[config.mk]
export PLATFORM = sky130hd
export DESIGN_NAME = rotmask_unit
export DESIGN_NICKNAME = d
export VERILOG_FILES = /design/src/rtl/rotmask_pkg.sv /design/src/rtl/rm_count_reg.sv /design/src/rtl/rm_rotator.sv /design/src/rtl/rm_maskgen.sv /design/src/rtl/rotmask_unit.sv
export SDC_FILE = /design/constraint.sdc
export NUM_CORES = 1
export LEC_CHECK = 0
export ABC_CLOCK_PERIOD_IN_PS = 4000
export BUFFER_PORTS_ARGS = -buffer_cell sky130_fd_sc_hd__buf_4
export CORE_ASPECT_RATIO = 0.5
export CORE_UTILIZATION = 52
export CTS_BUF_LIST = sky130_fd_sc_hd__clkbuf_4
export CTS_CLUSTER_DIAMETER = 40
export DETAILED_ROUTE_END_ITERATION = 7
export GPL_TIMING_DRIVEN = 0
export PLACE_DENSITY_LB_ADDON = 0.3
export SYNTH_ARGS = -nofsm -noshare
export SYNTH_HDL_FRONTEND = slang
export SYNTH_SLANG_ARGS = --single-unit
[constraint.sdc]
create_clock -name clk -period 4 [get_ports clk]
set_input_delay 0.6 -clock clk [delete_from_list [all_inputs] [get_ports clk]]
set_output_delay 0.6 -clock clk [all_outputs]
set_load 0.1 [all_outputs]
[src/rtl/rotmask_pkg.sv]
// Package: shared widths of the rotate/mask unit.
// Assumes a single 36-bit datapath with 6-bit microword fields.
package rotmask_pkg;
    localparam int WORD_W  = 36;
    localparam int FIELD_W = 6;
endpackage

[src/rtl/rm_count_reg.sv]
// Module: loadable control register with synchronous active-low clear.
// Assumes load has no effect while reset is asserted.
module rm_count_reg #(
    parameter int W = 6
) (
    input  logic         clk,
    input  logic         rst_n,
    input  logic         load,
    input  logic [W-1:0] d,
    output logic [W-1:0] q
);
    // Purpose: clear on reset, capture on load, otherwise hold.
    always_ff @(posedge clk) begin
        if (!rst_n)
            q <= '0;
        else if (load)
            q <= d;
    end
endmodule

[src/rtl/rm_rotator.sv]
// Module: circular left rotator with modulo reduction of the count.
// Assumes the count field may exceed WIDTH-1; it is reduced modulo WIDTH.
module rm_rotator #(
    parameter int WIDTH = 36,
    parameter int CNT_W = 6
) (
    input  logic [WIDTH-1:0] din,
    input  logic [CNT_W-1:0] cnt,
    output logic [WIDTH-1:0] dout
);
    localparam int STAGES = $clog2(WIDTH);

    logic [31:0]       cnt_wide;
    logic [STAGES-1:0] amt;
    logic [WIDTH-1:0]  stage [0:STAGES];

    // Purpose: reduce the raw count into the range 0..WIDTH-1.
    always_comb begin
        cnt_wide = {{(32-CNT_W){1'b0}}, cnt} % WIDTH;
        amt      = cnt_wide[STAGES-1:0];
    end

    assign stage[0] = din;

    // One stage per count bit: rotate by 2**k when bit k is set.
    for (genvar k = 0; k < STAGES; k++) begin : g_stage
        localparam int S = (1 << k) % WIDTH;
        if (S == 0) begin : g_pass
            assign stage[k+1] = stage[k];
        end else begin : g_rot
            assign stage[k+1] = amt[k]
                ? {stage[k][WIDTH-1-S:0], stage[k][WIDTH-1:WIDTH-S]}
                : stage[k];
        end
    end

    assign dout = stage[STAGES];
endmodule

[src/rtl/rm_maskgen.sv]
// Module: right-justified mask generator with an upper-half override.
// Assumes widths at or above WIDTH saturate to an all-ones mask.
module rm_maskgen #(
    parameter int WIDTH = 36,
    parameter int CNT_W = 6
) (
    input  logic [CNT_W-1:0] width_i,
    input  logic             upper_i,
    output logic [WIDTH-1:0] mask
);
    localparam int HALF = WIDTH / 2;

    logic [31:0] width_wide;
    assign width_wide = {{(32-CNT_W){1'b0}}, width_i};

    // One comparator per bit; the override selects the upper half.
    for (genvar i = 0; i < WIDTH; i++) begin : g_bit
        assign mask[i] = upper_i ? (i >= HALF) : (width_wide > 32'(i));
    end
endmodule

[src/rtl/rotmask_unit.sv]
// Module: rotate-then-mask datapath unit (top).
// Assumes the registers load from the low field bits of the selected
// operand; the output is combinational from inputs and register state.
module rotmask_unit
    import rotmask_pkg::*;
#(
    parameter int WIDTH = WORD_W,
    parameter int FW    = FIELD_W
) (
    input  logic             clk,
    input  logic             rst_n,
    input  logic [WIDTH-1:0] data_in,
    input  logic [FW-1:0]    lit_val,
    input  logic             lit_sel,
    input  logic [FW-1:0]    rot_imm,
    input  logic             rot_sel_reg,
    input  logic [FW-1:0]    msk_imm,
    input  logic             msk_sel_reg,
    input  logic             upper_only,
    input  logic             ld_rot,
    input  logic             ld_msk,
    output logic [WIDTH-1:0] result
);
    logic [WIDTH-1:0] operand;
    logic [FW-1:0]    rot_q;
    logic [FW-1:0]    msk_q;
    logic [FW-1:0]    rot_amt;
    logic [FW-1:0]    msk_width;
    logic [WIDTH-1:0] rotated;
    logic [WIDTH-1:0] mask;

    // Purpose: pick the operand, zero-extending the literal.
    always_comb begin
        operand = lit_sel ? {{(WIDTH-FW){1'b0}}, lit_val} : data_in;
    end

    rm_count_reg #(.W(FW)) u_rot_reg (
        .clk(clk), .rst_n(rst_n), .load(ld_rot),
        .d(operand[FW-1:0]), .q(rot_q)
    );

    rm_count_reg #(.W(FW)) u_msk_reg (
        .clk(clk), .rst_n(rst_n), .load(ld_msk),
        .d(operand[FW-1:0]), .q(msk_q)
    );

    // Purpose: choose immediate or register sources for count and width.
    always_comb begin
        rot_amt   = rot_sel_reg ? rot_q : rot_imm;
        msk_width = msk_sel_reg ? msk_q : msk_imm;
    end

    rm_rotator #(.WIDTH(WIDTH), .CNT_W(FW)) u_rot (
        .din(operand), .cnt(rot_amt), .dout(rotated)
    );

    rm_maskgen #(.WIDTH(WIDTH), .CNT_W(FW)) u_mask (
        .width_i(msk_width), .upper_i(upper_only), .mask(mask)
    );

    // Purpose: apply the mask to the rotated word.
    always_comb begin
        result = rotated & mask;
    end
endmodule

==> results.sh, run 1 <==
export IMPL_cts_hold_fix_buffers=0
export IMPL_ys_types=58
export IMPL_synth_cells=530
export IMPL_yosysSeqAreaShare=0.0582
export IMPL_ys_async_sr_fraction=0
export IMPL_die_h_um=65.0
export IMPL_cts_max_level=1
export IMPL_clock_sinks=12
export IMPL_start_util=0.549
export IMPL_dp_cells=733
export IMPL_cts_resized=348
export IMPL_synth_edf_count=0
export IMPL_syn_area_per_cell_um2=7.79
export IMPL_haltStage="clock tree synthesis (4_1_cts)"
export IMPL_cts_path_max_buffers=2
export IMPL_run_status="did not finish"
export IMPL_row_count=22
export IMPL_synth_ff_type="dfxtp_1"
export IMPL_gp_congestion=0.997
export IMPL_syn_num_nets=594
export IMPL_port_buffers=95
export IMPL_die_x_um=128
export IMPL_cts_setup_buffers=46
export IMPL_pin_count=98
export IMPL_yosysWarnings=0
export IMPL_syn_cell_area_um2=4130
export IMPL_dp_hpwl_um=13700
export IMPL_cts_buffers_inserted=3
export IMPL_ys_seq_elements=12
export IMPL_cts_root_buf="clkbuf_4"
export IMPL_error="[ERROR DPL-0038] Utilization greater than 100%, impossible to legalize"
## stage by stage
| stage | area [µm²] | hold slack, ns | setup slack (ns) |
|---|---|---|---|
| 3_5_place_dp | 5550 | 0.493 | -0.891 |
| 3_3_place_gp | 5550 | 0.479 | -0.835 |
| 2_1_floorplan | 4700 | 0.449 | -0.682 |
## cell usage after synthesis (all sizes together), types with 3 or more instances
cell type	instances	area, µm²
mux2i	111	1120
nand2	41	154
nor2	41	154
o22ai	38	244
a21oi	32	160
clkbuf	28	109
mux2	24	270
buf	22	169
nand3	19	95.1
o221ai	17	149
nor3	14	70.1
nand2b	13	81.3
o211a	13	130
a211oi	12	90.1
dfxtp	12	240
o22a	11	96.3
mux4	9	206
o211ai	9	67.6
o21ai	8	40.0
a22oi	6	45.0
o21bai	5	37.5
inv	4	15.0
a2111oi	3	35.0
a31oi	3	25.0
or3	3	18.8
## logic make-up after synthesis
group,synth area share
AND/OR/NAND/NOR,0.158
AO/OA/AOI/OAI,0.314
adder cells (fa/ha/maj),0.00606
multiplexers,0.387
buffers and inverters,0.0709
XOR/XNOR,0.00606
flip-flops,0.0582
==> inputs of run 2 (changes only) <==
==> config.mk (replaced) <==
export PLATFORM = sky130hd
export DESIGN_NAME = rotmask_unit
export DESIGN_NICKNAME = d
export VERILOG_FILES = /design/src/rtl/rotmask_pkg.sv /design/src/rtl/rm_count_reg.sv /design/src/rtl/rm_rotator.sv /design/src/rtl/rm_maskgen.sv /design/src/rtl/rotmask_unit.sv
export SDC_FILE = /design/constraint.sdc
export NUM_CORES = 1
export LEC_CHECK = 0
export ABC_CLOCK_PERIOD_IN_PS = 5200
export BUFFER_PORTS_ARGS = -buffer_cell sky130_fd_sc_hd__buf_4
export CORE_UTILIZATION = 40
export DETAILED_ROUTE_END_ITERATION = 7
export GPL_TIMING_DRIVEN = 0
export PLACE_DENSITY_LB_ADDON = 0.15
export SYNTH_ARGS = -nofsm -noshare
export SYNTH_HDL_FRONTEND = slang
export SYNTH_SLANG_ARGS = --single-unit
==> constraint.sdc (replaced) <==
create_clock -name clk -period 5.2 [get_ports clk]
set_input_delay 0.78 -clock clk [delete_from_list [all_inputs] [get_ports clk]]
set_output_delay 0.78 -clock clk [all_outputs]
set_load 0.1 [all_outputs]
==> results.sh, run 2 <==
export IMPL_slew_violations=0
export IMPL_grt_first_pass_wirelength_um=26800
export IMPL_whs_path_depth=1
export IMPL_max_cap_viol_count=0
export IMPL_synth_top_area_cell="mux2i_1"
export IMPL_timing_rr_start="u_rot_reg.q[1]"
export IMPL_worst_path_stages=14
export IMPL_row_count=36
export IMPL_total_leakage_power_nw=2.28
export IMPL_drive_gt1_frac=0.357
export IMPL_synthTopCellsByArea="mux2i_1 26%, mux2_2 6.5%, dfxtp_1 5.8%"
export IMPL_final_common_cell="mux2i_1"
export IMPL_routed_via_density=6.61
export IMPL_crit_chain="buf_4 -> buf_6 -> mux2i_2 -> inv_1 -> ha_1 -> or4b_4 -> a41oi_4 -> mux2_2 -> clkbuf_1 -> nand2_1 -> nor2_1 -> a21oi_1 -> a21oi_2 -> buf_4"
export IMPL_max_slew_margin=0.358
export IMPL_grt_antenna_before_repair=0
export IMPL_stdcell_area_um2=5560
export IMPL_place_area_um2=5330
export IMPL_crit_required_ns=4.42
export IMPL_hold_path_class="flop to flop"
export IMPL_fmax_mhz=196
export IMPL_startpoint_type="input port"
export IMPL_yosysMostFrequentCell="mux2i_1"
export IMPL_grt_max_degree=11
export IMPL_ys_top_cells_by_count="108 x mux2i_1, 41 x nand2_1, 41 x nor2_1"
export IMPL_min_period_over_period=0.979
export IMPL_crit_buf_inv=5
export IMPL_synth_edf_count=0
export IMPL_path_delay_family="buffers and inverters"
export IMPL_yosysSeqAreaShare=0.0582
export IMPL_antenna_left=0
export IMPL_port_buffers=95
export IMPL_slowest_delay_ns=0.53
export IMPL_ir_worst_vdd_mv=0.267
export IMPL_cp_arrival_ns=4.31
export IMPL_tightest_slew_ns=0.963
export IMPL_drcViolationCount=0
export IMPL_end_kind="output port"
export IMPL_layout_min_cycle_time_ns=5.09
export IMPL_die_area_um2=10700
export IMPL_routedWlPerCell_um=22.7
export IMPL_multi_input_area_um2=4040
export IMPL_cts_hold_fix_buffers=0
export IMPL_layout_common_cells="99 x mux2i_1, 91 x buf_4, 41 x nand2_1, 41 x nor2_1, 28 x o22ai_1"
export IMPL_cts_tree="yes"
export IMPL_register_area_um2=240
export IMPL_cp_startpoint="rot_sel_reg"
export IMPL_clock_sinks=12
export IMPL_start_util=0.417
export IMPL_power_density_nw_per_um2=312
export IMPL_fill_cells=959
export IMPL_grt_util_all_layers=0.315
export IMPL_clk_pin_slew_ns=0.05
export IMPL_cts_path_max_buffers=2
export IMPL_run_status="complete, no violations"
export IMPL_cts_root_buf="clkbuf_8"
export IMPL_syn_cell_area_um2=4130
export IMPL_crit_type="input port to output port"
export IMPL_grt_pass1_vias=4795
export IMPL_synth_ff_type="dfxtp_1"
export IMPL_yosysTopAreaCellShare=0.262
export IMPL_largestRegisters="u_msk_reg.q x6, u_rot_reg.q x6"
export IMPL_drt_pass1_iter_count=5
export IMPL_nets=695
export IMPL_cts_max_level=1
export IMPL_hold_path_startpoint="u_msk_reg.q[5]"
export IMPL_synth_cells=530
export IMPL_fin_worst_skew_ns=0
export IMPL_die_x_um=104
export IMPL_pin_count=98
export IMPL_syn_num_nets=594
export IMPL_ys_async_sr_fraction=0
export IMPL_drt_initial_drc_count=376
export IMPL_wl_um=17300
export IMPL_finalPower_mw=1.73
export IMPL_syn_area_per_cell_um2=7.79
export IMPL_path_max_fanout=10
export IMPL_area_growth_pct=34.5
export IMPL_vias=5044
export IMPL_grt_overflow=0
export IMPL_hold_viol=0
export IMPL_yosysWarnings=0
export IMPL_ys_types=58
export IMPL_gp_congestion=0.963
export IMPL_cts_buffers_inserted=3
export IMPL_setup_viol=0
export IMPL_core_area_um2=9910
export IMPL_crit_path_frequent_cell="buf_4"
export IMPL_worstRegToRegCells=1
export IMPL_die_h_um=104
export IMPL_ys_seq_elements=12
export IMPL_clk_latency_ns=0.24
export IMPL_cpMaxStageDelayCell="clkbuf_1"
export IMPL_num_antenna_cells=0
export IMPL_dp_hpwl_um=14100
## run 2: cell counts after synthesis
Identical to the previous run, type by type.
## run 2: kinds of logic after synthesis
| group | Yosys count | share of synthesized area |
|---|---|---|
| AOI/OAI and AO/OA | 175 | 0.314 |
| xor gates and xnor gates | 2 | 0.00606 |
| muxes | 144 | 0.387 |
| DFF | 12 | 0.0582 |
| buffers and inverters | 54 | 0.0709 |
| and+or+nand+nor | 141 | 0.158 |
| adders and majority gates | 2 | 0.00606 |
## run 2: final timing paths
| kind | end | slack [ns] |
|---|---|---|
| worst min-delay path | u_msk_reg.q[5] | 0.50 |
| worst max register to register | u_rot_reg.q[1] | 4.54 |
| worst min register to register | u_msk_reg.q[5] | 0.50 |
| worst max-delay path | result[35] | 0.11 |
## run 2: routing by layer
layer | global-route usage | vias up | wire, µm
li1 | - | 2299 | -
met4 | 0.0600 | 0 | 237
met5 | 0 | - | 0
met2 | 0.501 | 262 | 7900
met3 | 0.0378 | 24 | 1440
met1 | 0.454 | 2459 | 7730
## run 2: where the power goes
part	internal, mW	total, mW	switching (mW)
Combinational	0.469	1.52	1.06
Clock	0.0668	0.101	0.0339
Sequential	0.0992	0.105	0.00623
## run 2: area by class of cell
type | instances | area share
multi-input combinational | 464 | 0.727
timing repair buffer | 96 | 0.135
buffer | 50 | 0.0518
sequential | 12 | 0.0432
tap | 133 | 0.0300
clock buffer | 4 | 0.00991
inverter | 4 | 0.00270
## run 2: what timing repair did
| action | 4_1_cts | 5_1_grt |
|---|---|---|
| setup buffers | 0 | 1 |
| gates resized for setup | 12 | 30 |
| hold endpoints to repair | 0 | 0 |
| setup endpoints to repair | 28 | 32 |
| pin swaps | 0 | 3 |
## run 2: metrics by stage
stage	setup slack, ns	cells	hold WS (ns)	TNS (ns)	utilization
after CTS	-0.0604	762	0.504	-0.117	0.548
after global routing	-0.0330	763	0.509	-0.0756	0.561
final	0.110	763	0.501	0	0.561
after detailed placement	-0.307	758	0.472	-2.84	0.538
after global placement	-0.318	758	0.461	-2.29	0.538
after floorplan	-0.739	530	0.449	-1.48	-
No activity file was read; power rests on OpenSTA's default activity.
==> inputs of run 3 (changes only) <==
--- a/config.mk
+++ b/config.mk
@@ -8,6 +8,7 @@
 export ABC_CLOCK_PERIOD_IN_PS = 5200
 export BUFFER_PORTS_ARGS = -buffer_cell sky130_fd_sc_hd__buf_4
 export CORE_UTILIZATION = 40
+export CTS_BUF_LIST = sky130_fd_sc_hd__clkbuf_16
 export DETAILED_ROUTE_END_ITERATION = 7
 export GPL_TIMING_DRIVEN = 0
 export PLACE_DENSITY_LB_ADDON = 0.15
==> results.sh, run 3 (synthesized netlist as in run 2, its figures left out) <==
export IMPL_clk_latency_ns=0.24
export IMPL_power_density_nw_per_um2=317
export IMPL_tightest_slew_ns=0.958
export IMPL_largestRegisters="u_msk_reg.q x6, u_rot_reg.q x6"
export IMPL_max_slew_margin=0.361
export IMPL_grt_max_degree=11
export IMPL_crit_required_ns=4.42
export IMPL_run_status="complete, no violations"
export IMPL_drive_gt1_frac=0.356
export IMPL_slew_violations=0
export IMPL_startpoint_type="input port"
export IMPL_hold_viol=0
export IMPL_start_util=0.417
export IMPL_use_met1=0.453
export IMPL_cts_tree="yes"
export IMPL_die_h_um=104
export IMPL_drt_initial_drc_count=408
export IMPL_drt_pass1_iter_count=5
export IMPL_path_max_fanout=10
export IMPL_crit_chain="buf_4 -> buf_6 -> mux2i_2 -> inv_1 -> ha_1 -> or4b_4 -> a41oi_4 -> mux2_2 -> buf_2 -> mux2i_1 -> mux2i_1 -> o31ai_4 -> buf_4"
export IMPL_cts_buffers_inserted=3
export IMPL_wl_um=17400
export IMPL_dp_hpwl_um=14100
export IMPL_nets=697
export IMPL_layout_min_cycle_time_ns=5.13
export IMPL_die_x_um=104
export IMPL_max_cap_viol_count=0
export IMPL_cts_max_level=1
export IMPL_slowest_delay_ns=0.50
export IMPL_pin_count=98
export IMPL_final_common_cell="mux2i_1"
export IMPL_cts_root_buf="clkbuf_16"
export IMPL_fill_cells=955
export IMPL_core_area_um2=9910
export IMPL_crit_type="input port to output port"
export IMPL_clk_pin_slew_ns=0.04
export IMPL_multi_input_area_um2=4040
export IMPL_whs_path_depth=1
export IMPL_end_kind="output port"
export IMPL_cts_path_max_buffers=2
export IMPL_routed_via_density=6.56
export IMPL_register_area_um2=240
export IMPL_min_period_over_period=0.987
export IMPL_fmax_mhz=195
export IMPL_area_growth_pct=35.3
export IMPL_routedWlPerCell_um=22.7
export IMPL_setup_viol=0
export IMPL_vias=5021
export IMPL_rsz0062_at_grt="yes"
export IMPL_cts_hold_fix_buffers=0
export IMPL_grt_antenna_before_repair=0
export IMPL_ir_worst_vdd_mv=0.289
export IMPL_worstRegToRegCells=1
export IMPL_antenna_left=0
export IMPL_grt_first_pass_wirelength_um=26900
export IMPL_grt_overflow=0
export IMPL_gr_usage_met2=0.506
export IMPL_grtUsageMet3=0.0378
export IMPL_cp_arrival_ns=4.35
export IMPL_die_area_um2=10700
export IMPL_layout_common_cells="100 x mux2i_1, 93 x buf_4, 41 x nand2_1, 41 x nor2_1, 28 x o22ai_1"
export IMPL_final_util=0.564
export IMPL_hold_path_class="flop to flop"
export IMPL_total_leakage_power_nw=2.30
export IMPL_fin_worst_skew_ns=0
export IMPL_cpMaxStageDelayCell="or4b_4"
export IMPL_port_buffers=95
export IMPL_row_count=36
export IMPL_grt_pass1_vias=4794
export IMPL_drcViolationCount=0
export IMPL_gp_congestion=0.963
export IMPL_num_antenna_cells=0
export IMPL_grt_busiest_layer="met2"
export IMPL_clock_sinks=12
export IMPL_holdWs_ns=0.501
export IMPL_grt_util_all_layers=0.316
-- run 3: timing repair --
action,CTS,global route
pin swaps,0,3
cloned,0,0
resized for setup,12,29
setup endpoints to repair,28,32
setup buffers,0,3
-- run 3: routing by layer --
metal | share of wire | vias to the layer above
met5 | 0 | -
met4 | 0.017 | 0
met3 | 0.083 | 28
met2 | 0.46 | 258
met1 | 0.44 | 2432
li1 | - | 2303
-- run 3: final timing paths --
| check | from | end | slack, ns |
|---|---|---|---|
| min | u_msk_reg.q[1] | u_msk_reg.q[1] | 0.50 |
| max reg2reg | u_rot_reg.q[1] | u_rot_reg.q[1] | 4.54 |
| max | rot_sel_reg | result[8] | 0.07 |
| min reg2reg | u_msk_reg.q[1] | u_msk_reg.q[1] | 0.50 |
-- run 3: stage by stage --
| step | power (mW) | worst slack (ns) | setup TNS [ns] | instances | instance area [µm²] |
|---|---|---|---|---|---|
| 2_1_floorplan | 1.23 | -0.739 | -1.48 | 530 | 4450 |
| 3_3_place_gp | 1.55 | -0.318 | -2.29 | 758 | 5330 |
| 3_5_place_dp | 1.55 | -0.307 | -2.84 | 758 | 5330 |
| 4_1_cts | 1.71 | -0.0604 | -0.117 | 762 | 5450 |
| 5_1_grt | 1.84 | -0.0345 | -0.147 | 765 | 5590 |
| 6_report | 1.77 | 0.0657 | 0 | 765 | 5590 |
-- run 3: cell type report --
type                    count  share of cell area
flip-flops and latches     12              0.0430
repair buffers             98               0.137
well taps                 133              0.0298
plain buffers              50              0.0511
inverters                   4             0.00269
clock buffers               3              0.0134
clock inverters             1            0.000672
multi-input cells         464               0.722
-- run 3: report_power, final --
group | switching [mW] | total, mW | internal, mW
Sequential | 0.00641 | 0.106 | 0.0994
Combinational | 1.05 | 1.52 | 0.471
Clock | 0.0378 | 0.139 | 0.101
Total | 1.10 | 1.77 | 0.671
-- run 3: worst max-delay path: cells and delay by family --
family	cells	cell delay, ns
AO/OA/AOI/OAI	2	0.58
multiplexers	4	1.27
buffers and inverters	5	1.05
AND/OR/NAND/NOR	1	0.50
adder cells (fa/ha/maj)	1	0.17
